$ cat config.mk
export PLATFORM = sky130hd
export DESIGN_NAME = ata_pio_timer
export DESIGN_NICKNAME = d
export VERILOG_FILES = /design/src/rtl/ata_pio_timer.sv
export SDC_FILE = /design/constraint.sdc
export NUM_CORES = 1
export LEC_CHECK = 0
export BUFFER_PORTS_ARGS = -buffer_cell sky130_fd_sc_hd__buf_2
export CAP_MARGIN = 20
export CORE_MARGIN = 2
export CORE_UTILIZATION = 51
export DETAILED_ROUTE_END_ITERATION = 6
export HOLD_SLACK_MARGIN = 0.02
export MAX_ROUTING_LAYER = met4
export PLACE_DENSITY = 0.91
export SLEW_MARGIN = 5
export SYNTH_ARGS = -nofsm -noshare
export SYNTH_HDL_FRONTEND = slang
export SYNTH_SLANG_ARGS = --single-unit
$ cat constraint.sdc
create_clock -name clk -period 2.4 [get_ports clk]
set_clock_uncertainty 0.15 [all_clocks]
set_input_delay 0.12 -clock clk [delete_from_list [all_inputs] [get_ports clk]]
set_output_delay 0.12 -clock clk [all_outputs]
set_load 0.05 [all_outputs]
$ cat src/rtl/ata_pio_timer.sv
module ata_pio_timer #(
  parameter int DW = 16,
  parameter int CW = 4,
  parameter int SW = 2,
  parameter int SETUP_LSB = 4
) (
  input  logic          clk,
  input  logic          rst_n,
  input  logic          tim_load,
  input  logic [2*CW-1:0] rd_tim0,
  input  logic [2*CW-1:0] wr_tim0,
  input  logic [2*CW-1:0] rd_tim1,
  input  logic [2*CW-1:0] wr_tim1,
  input  logic [7:0]    chan_ctl,
  input  logic          req_valid,
  input  logic          req_dev,
  input  logic          req_write,
  input  logic [DW-1:0] req_wdata,
  output logic          busy,
  output logic          done,
  output logic          dev_sel,
  output logic          dior_n,
  output logic          diow_n,
  output logic          dout_en,
  output logic [DW-1:0] ata_dout,
  input  logic [DW-1:0] ata_din,
  output logic [DW-1:0] rd_data
);
  localparam int TW = 2 * CW;

  typedef enum logic [1:0] {ST_IDLE, ST_SETUP, ST_ACT, ST_REC} state_t;

  state_t        state;
  logic [CW-1:0] cnt;
  logic [TW-1:0] tim_q [2][2];
  logic [SW-1:0] setup_q;
  logic [CW-1:0] act_q, rec_q;
  logic          wr_q, dev_q;
  logic [DW-1:0] wdata_q, rd_q;
  logic [TW-1:0] sel_tim;

  function automatic logic [CW-1:0] span(input logic [CW-1:0] v);
    return (v == '0) ? CW'(0) : v - CW'(1);
  endfunction

  wire idle   = (state == ST_IDLE);
  wire accept = idle && req_valid;
  wire last   = (cnt == '0);

  assign sel_tim  = tim_q[req_dev][req_write];
  assign busy     = !idle;
  assign dior_n   = !(state == ST_ACT && !wr_q);
  assign diow_n   = !(state == ST_ACT && wr_q);
  assign dout_en  = busy && wr_q;
  assign ata_dout = wdata_q;
  assign dev_sel  = dev_q;
  assign rd_data  = rd_q;

  always_ff @(posedge clk) begin
    if (!rst_n) begin
      for (int d = 0; d < 2; d++)
        for (int w = 0; w < 2; w++)
          tim_q[d][w] <= '1;
      setup_q <= '1;
    end else if (tim_load && idle) begin
      tim_q[0][0] <= rd_tim0;
      tim_q[0][1] <= wr_tim0;
      tim_q[1][0] <= rd_tim1;
      tim_q[1][1] <= wr_tim1;
      setup_q     <= chan_ctl[SETUP_LSB +: SW];
    end
  end

  always_ff @(posedge clk) begin
    if (!rst_n) begin
      state   <= ST_IDLE;
      cnt     <= '0;
      act_q   <= '0;
      rec_q   <= '0;
      wr_q    <= 1'b0;
      dev_q   <= 1'b0;
      wdata_q <= '0;
      rd_q    <= '0;
      done    <= 1'b0;
    end else begin
      done <= 1'b0;
      unique case (state)
        ST_IDLE: if (accept) begin
          state   <= ST_SETUP;
          cnt     <= span(CW'(setup_q));
          act_q   <= sel_tim[TW-1:CW];
          rec_q   <= sel_tim[CW-1:0];
          wr_q    <= req_write;
          dev_q   <= req_dev;
          wdata_q <= req_wdata;
        end
        ST_SETUP: if (last) begin
          state <= ST_ACT;
          cnt   <= span(act_q);
        end else cnt <= cnt - CW'(1);
        ST_ACT: if (last) begin
          state <= ST_REC;
          cnt   <= span(rec_q);
          if (!wr_q) rd_q <= ata_din;
        end else cnt <= cnt - CW'(1);
        ST_REC: if (last) begin
          state <= ST_IDLE;
          done  <= 1'b1;
        end else cnt <= cnt - CW'(1);
        default: state <= ST_IDLE;
      endcase
    end
  end
endmodule


* Word-level counts from Yosys, hierarchy flattened
Memories as Yosys holds them, arrays and structs flattened. Cells that the tools add are included. Widths: inputs -> output; s select.
Word-level totals: memories 1, output and inout bits 38, bits in registers 51, bits of input ports 78, memory bits (writable) 32, word-level logic and storage cells 74
Memories:
- tim_q | depth 2, bits a word 16, rd ports 1, clocked after Yosys merged registers in 0, wr ports 2, line 35 | logic [TW-1:0] tim_q [2][2];
Cells by class: add/subtract/negate cells 4, reductions and logical operators 19, equal/unequal tests 8, muxes and demuxes 25, bitwise operators 6, order comparisons 1
Operators by type and width (number):
- $mux 8 | 7
- $mux 4 | 7
- $pmux 4 s4 | 1
- $logic_not 4->1 | 3
- $sub 4x1->4 const B | 3
- $mux 2 | 4
- $ne 2x2->1 const B | 4
- $pmux 2 s4 | 1
- $reduce_and 2->1 | 3
- $logic_and 1x1->1 | 5
- $mux 1 | 5
- $eq 2x2->1 const B | 2
- $logic_not 1->1 | 4
- $logic_not 2->1 | 2
- $or 1x1->1 | 4
- $reduce_and 4->1 | 1
- $reduce_and 3->1 | 1
- $sub 2x1->3 const B | 1
- $eq 2x1->1 const B | 1
- $ge 2x2->1 const B | 1
- $ne 2x1->1 const B | 1
- $not 1->2 | 1
- $not 1->1 | 1

* Longest topological paths before layout
Gate-level depths: netlist of run 1.
word-level depth 6, mapped depth 8, depth with buffers taken out 7

* Worst setup path before layout of run 1
Ideal clock, no wire load.
path type register -> register, start point register state[0], end point register rd_q[10], in the netlist rd_data[10], data required time 2.180 ns, clock period less this slack 2.201 ns, path buffers 2, cell stages (with the launch flop) 9, library setup time 0.070 ns, path slack 0.199 ns, data arrival time 1.981 ns, path through dfxtp_1 > inv_1 > ha_1 > nand2b_1 > nand2b_1 > clkbuf_1 > clkbuf_1 > nand2_1 > a21boi_1
Between the ends: word-level cells in the longest chain between the ends 2
RTL lines:
- start: declaration | line 33 | state_t state;
- start signal: assignment | line 76 | state <= ST_IDLE;
- start signal: assignment | line 89 | state <= ST_SETUP;
- start signal: assignment | line 98 | state <= ST_ACT;
- $eq 2x2->1 | line 87 | unique case (state)
- $reduce_and 3->1 (no source line)
- end signal: assignment | line 104 | if (!wr_q) rd_q <= ata_din;
- end: declaration | line 39 | logic [DW-1:0] wdata_q, rd_q;
No other way between the ends. A chain may end at the register's enable or synchronous reset.

* Final worst setup path of run 1
start point register state[0], end point register wr_q
Between the ends: word-level cells in the longest chain between the ends 3
RTL lines:
- $logic_not 2->1 (*) | line 46, 87
- $logic_and 1x1->1 | line 47 | wire accept = idle && req_valid;
- $reduce_and 2->1 (no source line) (*)
- end signal: assignment | line 93 | wr_q <= req_write;
- end: declaration | line 38 | logic wr_q, dev_q;
Every way passes the cells marked *; elsewhere a longest branch is shown, timed or not.

==> impl_metrics.json, run 1 <==
{
  "synthesis.area_sq_mm": 0.003676,
  "endpoint_kind": "flip-flop",
  "slew_viol_final": 0,
  "grt_overflow": 0,
  "start_kind": "flip-flop",
  "remaining_drc_errors": 0,
  "syn_avg_cell_area_sq_um": 10.33,
  "grt_util_all_layers_pct": 25.37,
  "cts.sinks": 83,
  "multi_input_area_sq_mm": 0.001580,
  "synth_fp_nets": 444,
  "ys_warn_count": 0,
  "fin_crit_sh_pct": 93.48,
  "critPathMaxFanout": 20,
  "crit_type": "reg2reg",
  "finalHoldViolations": 0,
  "cp.required_ns": 2.54,
  "placedCellCount": 548,
  "clk_pin_slew_ns": 0.08,
  "wl_per_cell_um": 14.83,
  "grt_pass1_vias": 3370,
  "seq_area_sq_mm": 0.001982,
  "p_clk_share_pct": 20.1,
  "internal_power_w": 0.002764,
  "sw_frac_of_total_pct": 39.11,
  "ant_nets": 0,
  "core_sq_mm": 0.006869,
  "max-vdd-ir-drop_mv": 0.5400,
  "synth_cells": 356,
  "drt-initial-drc-count": 142,
  "cts-root-buf": "clkbuf_8",
  "worstPathArrival_ns": 2.39,
  "tightestPinTransition_ns": 0.6394,
  "numCtsBuffers": 9,
  "yosys.area.top_type": "dfxtp_1",
  "cts_tree": "built",
  "power_frac_seq_pct": 41.0,
  "drt-total-wl_um": 9417,
  "finalSetupViolCount": 0,
  "cap_violations": 0,
  "synthArstFlopShare_pct": 0,
  "final_nets": 621,
  "ctsLongestPathBuffers": 2,
  "dieArea_sq_mm": 0.007903,
  "synth-seq-cells": 83,
  "via_per_inst": 5.028,
  "fill_cells": 445,
  "synthTopCellsByArea": "dfxtp_1 28%, edfxtp_1 26%, nand2_1 9.3%, a21boi_0 6.5%, or2_2 5.6%",
  "crit_family": "buffers and inverters",
  "crit_buf_inv": 3,
  "antenna_found_initial": 1,
  "combPwrFrac_pct": 39.0,
  "min_period_ns": 2.244,
  "gp_congestion": 0.9075,
  "cts_max_level": 3,
  "row_count": 30,
  "grt_max_degree": 35,
  "start_util_pct": 53.52,
  "io_buffer_count": 109,
  "clk_latency_ns": 0.36,
  "stdcell_count": 635,
  "syn_to_final_growth_pct": 41.46,
  "status": "finished clean",
  "p_switching_w": 0.001775,
  "drive_above_1_share_pct": 32.71,
  "hold_class": "in2reg",
  "die_x_um": 88.90,
  "grt_setup_unrepaired": "false",
  "max_slew_margin_pct": 57.33,
  "dpl.hpwl_um": 5505,
  "tns_ns": 0,
  "io_pins": 116,
  "synth.distinct_cells": 39,
  "drt_pass1_iterations": 4,
  "synth.yosys.seq_area_share_pct": 53.91,
  "slowest_stage": "dlygate4sd3_1",
  "synth_edf_count": 32,
  "cpPeakStageDelay_ns": 0.56,
  "yosysTopAreaCellShare_pct": 27.77,
  "cts_setup_buffers": 0,
  "dieHeight_um": 88.90,
  "worstPathCellList": "inv_1, ha_1, and2_2, buf_12, nand2_1, a21boi_0, dlygate4sd3_1",
  "fmax_mhz": 445.7,
  "p_leak_nw": 2.085,
  "synth_ff_type": "dfxtp_1",
  "grt_first_pass_wirelength_um": 14700,
  "cellPowerDensity_mw_per_mm2": 872.9,
  "num_vias": 3193
}
worst min-delay path, stage by stage:
cell and delay (ns):
buf_2 0.11, nor2b_1 0.07, a22oi_1 0.19, a21boi_1 0.09
flip-flops by register name (all words and copies together), names as in the netlist:
| signal | flops |
|---|---|
| rec_q | 4 |
| wr_q | 1 |
| rd_data | 16 |
| tim_q | 32 |
| ata_dout | 16 |
| done | 1 |
| state | 2 |
| cnt | 4 |
| act_q | 4 |
| setup_q | 2 |
| dev_sel | 1 |
routing by layer:
metal	up-vias	part of all wire (%)	GRT usage (%)	wire length [um]
met5	-	0	-	0
li1	1565	-	-	-
met3	39	4.4	4.063	413
met2	111	55	46.54	5185
met4	0	4.1	14.19	386
met1	1478	36	25.36	3431
worst paths after layout:
check,start,slack (ns),to,cells after the start
setup reg to reg,state[0],0.16,wr_q,7
hold reg to reg,rd_data[11],0.30,rd_data[11],2
hold / removal,req_valid,0.13,cnt[3],4
setup / recovery,state[0],0.16,wr_q,7
cell families after synthesis:
kind of cell,after synthesis,synth area share [%]
XOR/XNOR,1,0.2383
AND/OR/NAND/NOR,157,20.29
adder cells (fa/ha/maj),10,3.404
buffers and inverters,30,3.131
multiplexers,11,5.718
AO/OA/AOI/OAI,64,13.31
flip-flops,83,53.91
area by class of cell:
cell class,instances,share of cell area [%]
inverter,12,0.8662
timing repair buffer,184,24.93
sequential,83,38.11
multi-input combinational,243,30.39
tap,96,2.310
antenna,1,0.04812
clock inverter,7,0.9625
clock buffer,9,2.382
cells in the final DEF (no fill, tap or decap), types with 2 or more instances in the layout:
cell / netlist / layout
or2_2: 33 / 33
o22ai_1: 3 / 3
buf_4: 0 / 4
buf_2: 2 / 109
o21ai_0: 2 / 2
a21boi_1: 11 / 11
nor2b_1: 8 / 8
dfxtp_1: 51 / 51
clkinv_2: 0 / 2
a211oi_1: 2 / 2
inv_1: 12 / 12
mux4_2: 8 / 8
mux2i_1: 3 / 3
clkbuf_8: 0 / 9
clkinvlp_4: 0 / 3
a21oi_1: 2 / 2
nor3_1: 3 / 3
nand3_1: 4 / 4
o22a_1: 2 / 2
a21boi_0: 32 / 32
nor2_1: 5 / 5
edfxtp_1: 32 / 32
inv_6: 0 / 2
nand2_1: 91 / 91
ha_1: 10 / 10
nand2b_1: 6 / 6
dlygate4sd3_1: 0 / 70
cell usage after synthesis, types with 5 or more instances:
| cell type | instances |
|---|---|
| a21boi_0 | 32 |
| a21boi_1 | 11 |
| clkbuf_1 | 16 |
| dfxtp_1 | 51 |
| edfxtp_1 | 32 |
| ha_1 | 10 |
| inv_1 | 12 |
| mux4_2 | 8 |
| nand2_1 | 91 |
| nand2b_1 | 6 |
| nor2_1 | 5 |
| nor2b_1 | 8 |
| or2_2 | 33 |
per-stage QoR:
step	total power (W)	worst slack, ns	util, %	area (sq um)	hold WS, ns
2_1_floorplan	0.003115	0.1989	-	3676	0.08914
3_3_place_gp	0.003458	0.3816	62.91	4322	0.1764
3_5_place_dp	0.003538	0.2916	62.91	4322	0.1826
4_1_cts	0.004533	0.06418	75.65	5196	0.1090
5_1_grt	0.004777	0.03397	75.70	5200	0.1655
6_report	0.004539	0.1565	75.70	5200	0.1268
power groups by stage:
| stage | registers [W] | clock network, W | logic (W) |
|---|---|---|---|
| final | 0.00186 | 0.000911 | 0.00177 |
| after detailed placement | 0.00189 | 0 | 0.00165 |
| after CTS | 0.00185 | 0.000923 | 0.00176 |
| after global routing | 0.00189 | 0.000972 | 0.00192 |
| after global placement | 0.00187 | 0 | 0.00159 |
| after floorplan | 0.00218 | 0 | 0.000937 |
what timing repair did:
| action | 4_1_cts | 5_1_grt |
|---|---|---|
| endpoints found under the setup margin | 0 | 1 |
| hold buffers | 70 | 0 |
| resized for setup | 0 | 1 |
| hold endpoints to repair | 76 | 0 |
Note: power is estimated with default switching activity, not from simulation.
==> run 2: changes to the inputs <==
--- a/config.mk
+++ b/config.mk
@@ -11,8 +11,8 @@
 export CORE_UTILIZATION = 51
 export DETAILED_ROUTE_END_ITERATION = 6
 export HOLD_SLACK_MARGIN = 0.02
-export MAX_ROUTING_LAYER = met4
 export PLACE_DENSITY = 0.91
+export SETUP_SLACK_MARGIN = 0.4
 export SLEW_MARGIN = 5
 export SYNTH_ARGS = -nofsm -noshare
 export SYNTH_HDL_FRONTEND = slang
==> impl_metrics.json, run 2 (synthesized netlist as in run 1, its figures left out) <==
{
  "critPathMaxFanout": 4,
  "drt-initial-drc-count": 153,
  "placedCellCount": 549,
  "die_x_um": 88.90,
  "worstPathArrival_ns": 2.08,
  "slew_viol_final": 0,
  "p_leak_nw": 2.127,
  "largest_reg_flops": 32,
  "grt_util_all_layers_pct": 25.89,
  "dpl.hpwl_um": 5499,
  "min_period_ns": 1.966,
  "combPwrFrac_pct": 39.6,
  "cts.sinks": 83,
  "antenna_found_initial": 0,
  "p_clk_share_pct": 22.0,
  "final_common_cell": "buf_2",
  "cts-root-buf": "clkbuf_8",
  "max-vdd-ir-drop_mv": 0.6939,
  "cellPowerDensity_mw_per_mm2": 915.8,
  "gp_congestion": 0.8606,
  "ctsLongestPathBuffers": 2,
  "drt_pass1_iterations": 4,
  "cap_violations": 0,
  "finalHoldViolations": 0,
  "grt_first_pass_wirelength_um": 15320,
  "hold_class": "in2reg",
  "ant_nets": 0,
  "drt-total-wl_um": 9735,
  "grt_pass1_vias": 3335,
  "cts_tree": "built",
  "fill_cells": 443,
  "crit_type": "reg2reg",
  "status": "finished clean",
  "dieArea_sq_mm": 0.007903,
  "wl_per_cell_um": 15.28,
  "holdWs_ns": 0.07768,
  "cp.required_ns": 2.51,
  "internal_power_w": 0.002981,
  "stdcell_count": 637,
  "fin_crit_sh_pct": 81.92,
  "dieHeight_um": 88.90,
  "endpoint_kind": "flip-flop",
  "start_util_pct": 53.52,
  "clk_latency_ns": 0.37,
  "num_vias": 3230,
  "via_per_inst": 5.071,
  "tns_ns": 0,
  "syn_to_final_growth_pct": 44.45,
  "regMostFlops": "tim_q",
  "io_buffer_count": 109,
  "fmax_mhz": 508.6,
  "finalSetupViolCount": 0,
  "final_cell_mix": "109 x buf_2, 90 x nand2_1, 69 x dlygate4sd3_1, 48 x dfxtp_1, 33 x or2_2",
  "grt_overflow": 0,
  "p_switching_w": 0.001882,
  "diodes": 0,
  "tightestPinTransition_ns": 0.5482,
  "final_nets": 624,
  "ff2ff_setup_slack_ns": 0.43,
  "grt_max_degree": 41,
  "clk_pin_slew_ns": 0.10,
  "drive_above_1_share_pct": 35.67,
  "power_frac_seq_pct": 38.4,
  "start_kind": "flip-flop",
  "row_count": 30,
  "sw_frac_of_total_pct": 38.69,
  "max_slew_margin_pct": 63.45,
  "core_sq_mm": 0.006869,
  "remaining_drc_errors": 0,
  "numCtsBuffers": 9,
  "cts_max_level": 3,
  "io_pins": 116,
  "grt_setup_unrepaired": "true"
}
## run 2: cell count changes in the layout (fill, tap and decap cells not counted), sizes merged
cell and delta:
buf +4, bufinv +1, clkinv -1, clkinvlp -2
diode -1, dlygate4sd3 -1, inv +2
## run 2: what timing repair did
action	in CTS	in global routing
gates cloned	0	0
setup endpoints to repair	4	51
gates resized for setup	9	7
pin swaps	1	2
setup buffers	2	1
hold endpoints to repair	76	0
hold buffers	69	0
## run 2: critical path, stage by stage (launching register included)
cell      delay [ns]
dfxtp_2         0.35
inv_2           0.06
ha_4            0.13
or3b_4          0.41
a211o_1         0.25
a221oi_2        0.29
a211oi_2        0.06
o21a_1          0.17
## run 2: worst paths after layout
path               start     endpoint  cells after the start
max               cnt[1]       cnt[2]                      7
min             tim_load  tim_q[1][8]                      3
max reg2reg       cnt[1]       cnt[2]                      7
min reg2reg  rd_data[10]  rd_data[10]                      2
## run 2: power by group through the flow
stage	clock [W]	combinational [W]	sequential [W]
2_1_floorplan	0	0.000944	0.00218
3_3_place_gp	0	0.00160	0.00187
3_5_place_dp	0	0.00166	0.00189
4_1_cts	0.00108	0.00185	0.00186
5_1_grt	0.00115	0.00208	0.00189
6_report	0.00107	0.00193	0.00187
## run 2: cell type report
| cell class | instances | area, sq um | share of cell area (%) |
|---|---|---|---|
| Sequential cell | 83 | 1986 | 37.39 |
| Multi-Input combinational cell | 243 | 1635 | 30.80 |
| Timing Repair Buffer | 187 | 1316 | 24.79 |
| Clock buffer | 9 | 123.9 | 2.333 |
| Tap cell | 96 | 120.1 | 2.262 |
| Clock inverter | 7 | 83.83 | 1.579 |
| Inverter | 12 | 45.04 | 0.8483 |
## run 2: per-stage QoR
stage	total power (W)	instance area [sq um]	utilization (%)	setup slack, ns
after floorplan	0.003122	3686	-	0.4660
after global placement	0.003468	4339	63.17	0.3451
after detailed placement	0.003552	4339	63.17	0.2258
after CTS	0.004792	5278	76.83	0.4019
after global routing	0.005126	5310	77.30	0.3733
final	0.004863	5310	77.30	0.4339
## run 2: per-layer routing
layer	share of wire [%]	GRT usage (%)	up-vias
met2	55	49.39	123
met3	5.6	6.279	32
met5	0	0	-
met4	2.9	11.43	0
met1	37	26.55	1504
li1	-	-	1571
==> run 3: changes to the inputs <==
--- a/config.mk
+++ b/config.mk
@@ -8,10 +8,10 @@
 export BUFFER_PORTS_ARGS = -buffer_cell sky130_fd_sc_hd__buf_2
 export CAP_MARGIN = 20
 export CORE_MARGIN = 2
-export CORE_UTILIZATION = 51
+export CORE_UTILIZATION = 46
 export DETAILED_ROUTE_END_ITERATION = 6
 export HOLD_SLACK_MARGIN = 0.02
-export PLACE_DENSITY = 0.91
+export PLACE_DENSITY = 0.87
 export SETUP_SLACK_MARGIN = 0.4
 export SLEW_MARGIN = 5
 export SYNTH_ARGS = -nofsm -noshare
==> constraint.sdc (replaced) <==
create_clock -name clk -period 1.8 [get_ports clk]
set_clock_uncertainty 0.15 [all_clocks]
set_input_delay 0.09 -clock clk [delete_from_list [all_inputs] [get_ports clk]]
set_output_delay 0.09 -clock clk [all_outputs]
set_load 0.05 [all_outputs]
==> impl_metrics.json, run 3 (synthesized netlist as in run 1, its figures left out) <==
{
  "fin_crit_sh_pct": 107.1,
  "cp.required_ns": 1.92,
  "cap_violations": 0,
  "tns_ns": -1.331,
  "sw_frac_of_total_pct": 39.68,
  "worstPathArrival_ns": 2.04,
  "final_cell_mix": "105 x buf_2, 68 x dlygate4sd3_1, 52 x nand2_1, 45 x dfxtp_1, 33 x or2_4",
  "core_sq_mm": 0.007727,
  "drive_above_1_share_pct": 51.72,
  "fmax_mhz": 518.7,
  "ctsLongestPathBuffers": 2,
  "diodes": 0,
  "final_common_cell": "buf_2",
  "grt_setup_unrepaired": "true",
  "placedCellCount": 566,
  "wl_per_cell_um": 18.92,
  "cts_tree": "built",
  "holdWs_ns": 0.1212,
  "start_util_pct": 47.57,
  "grt_max_degree": 38,
  "finalSetupViolCount": 18,
  "critPathMaxFanout": 3,
  "cts-root-buf": "clkbuf_8",
  "dieArea_sq_mm": 0.008723,
  "row_count": 32,
  "die_x_um": 93.40,
  "drt-total-wl_um": 12940,
  "p_leak_nw": 2.587,
  "io_pins": 116,
  "drt-initial-drc-count": 193,
  "start_kind": "flip-flop",
  "regMostFlops": "tim_q",
  "status": "complete, but fails checks",
  "grt_overflow": 0,
  "max-vdd-ir-drop_mv": 0.6065,
  "io_buffer_count": 109,
  "gp_congestion": 0.8847,
  "grt_first_pass_wirelength_um": 18190,
  "tightestPinTransition_ns": 0.4487,
  "power_frac_seq_pct": 30.8,
  "p_clk_share_pct": 19.1,
  "cts_max_level": 3,
  "final_nets": 665,
  "endpoint_kind": "flip-flop",
  "remaining_drc_errors": 0,
  "finalHoldViolations": 0,
  "combPwrFrac_pct": 50.1,
  "crit_type": "reg2reg",
  "internal_power_w": 0.004985,
  "grt_util_all_layers_pct": 27.85,
  "grt_pass1_vias": 3691,
  "antenna_found_initial": 0,
  "drt_pass1_iterations": 4,
  "setup_slack_ns": -0.1278,
  "max_slew_margin_pct": 70.09,
  "ant_nets": 0,
  "min_period_ns": 1.928,
  "violations": "negative setup slack",
  "clk_pin_slew_ns": 0.10,
  "via_per_inst": 5.300,
  "cellPowerDensity_mw_per_mm2": 1296,
  "stdcell_count": 684,
  "clk_latency_ns": 0.37,
  "cts.sinks": 83,
  "dieHeight_um": 93.40,
  "syn_to_final_growth_pct": 73.49,
  "slew_viol_final": 0,
  "numCtsBuffers": 9,
  "dpl.hpwl_um": 5464,
  "p_switching_w": 0.003279,
  "largest_reg_flops": 32,
  "num_vias": 3625,
  "hold_class": "in2reg"
}
## run 3: cell types whose count changed in the layout (fill, tap and decap cells not counted), sizes merged
cell / delta
buf: +29
clkbuf: +1
nand3: +4
bufinv: +1
clkinvlp: +1
dlygate4sd3: -1
clkinv: -1
inv: -1
nand2: +5
and2: +3
## run 3: what timing repair did
action	CTS	global route
endpoints found under the hold margin	68	0
gates cloned	15	0
resized for setup	117	60
hold buffers	68	0
setup buffers	11	8
pin swaps	57	21
setup endpoints to repair	118	119
## run 3: routing by layer
metal,GRT usage [%],share of wire [%],vias to the layer above
li1,-,-,1678
met1,27.64,36,1741
met2,54.38,55,164
met3,5.238,5.6,42
met4,13.85,3.8,0
met5,0,0,-
## run 3: critical path, stage by stage, from the launching register on
cell,delay (ns)
dfxtp_2,0.34
inv_2,0.06
ha_4,0.13
or3b_4,0.39
a211o_1,0.25
a221oi_2,0.26
a211oi_2,0.08
o21a_1,0.17
## run 3: cell type report
| type | count | area [sq um] |
|---|---|---|
| clock buffers | 9 | 123.9 |
| clock inverters | 7 | 102.6 |
| fillers | 410 | 1350 |
| inverters | 12 | 51.30 |
| multi-input cells | 255 | 2256 |
| flip-flops and latches | 83 | 1997 |
| well taps | 102 | 127.6 |
| repair buffers | 216 | 1719 |
## run 3: power by group through the flow
| stage | clock, W | sequential (W) | combinational, W |
|---|---|---|---|
| finish | 0.00158 | 0.00255 | 0.00414 |
| global route | 0.00165 | 0.00257 | 0.00436 |
| CTS | 0.00156 | 0.00250 | 0.00355 |
| detailed placement | 0 | 0.00251 | 0.00257 |
| global placement | 0 | 0.00249 | 0.00248 |
| floorplan | 0 | 0.00292 | 0.00151 |
## run 3: worst paths after layout
check                           startpoint            to  slack (ns)  depth (start not counted)
worst max register to register      cnt[0]        cnt[2]       -0.13                          7
worst min register to register  rd_data[2]    rd_data[2]        0.30                          2
worst min-delay path                 rst_n  tim_q[0][13]        0.12                          3
worst max-delay path                cnt[0]        cnt[2]       -0.13                          7
## run 3: per-stage QoR
stage | area, sq um | setup WS (ns) | utilization (%) | power (W)
after floorplan | 3924 | -0.02547 | - | 0.004431
after global placement | 4594 | -0.03625 | 59.46 | 0.004976
after detailed placement | 4594 | -0.1081 | 59.46 | 0.005085
after CTS | 6065 | -0.09687 | 78.48 | 0.007604
after global routing | 6377 | -0.1928 | 82.53 | 0.008584
final | 6377 | -0.1278 | 82.53 | 0.008264
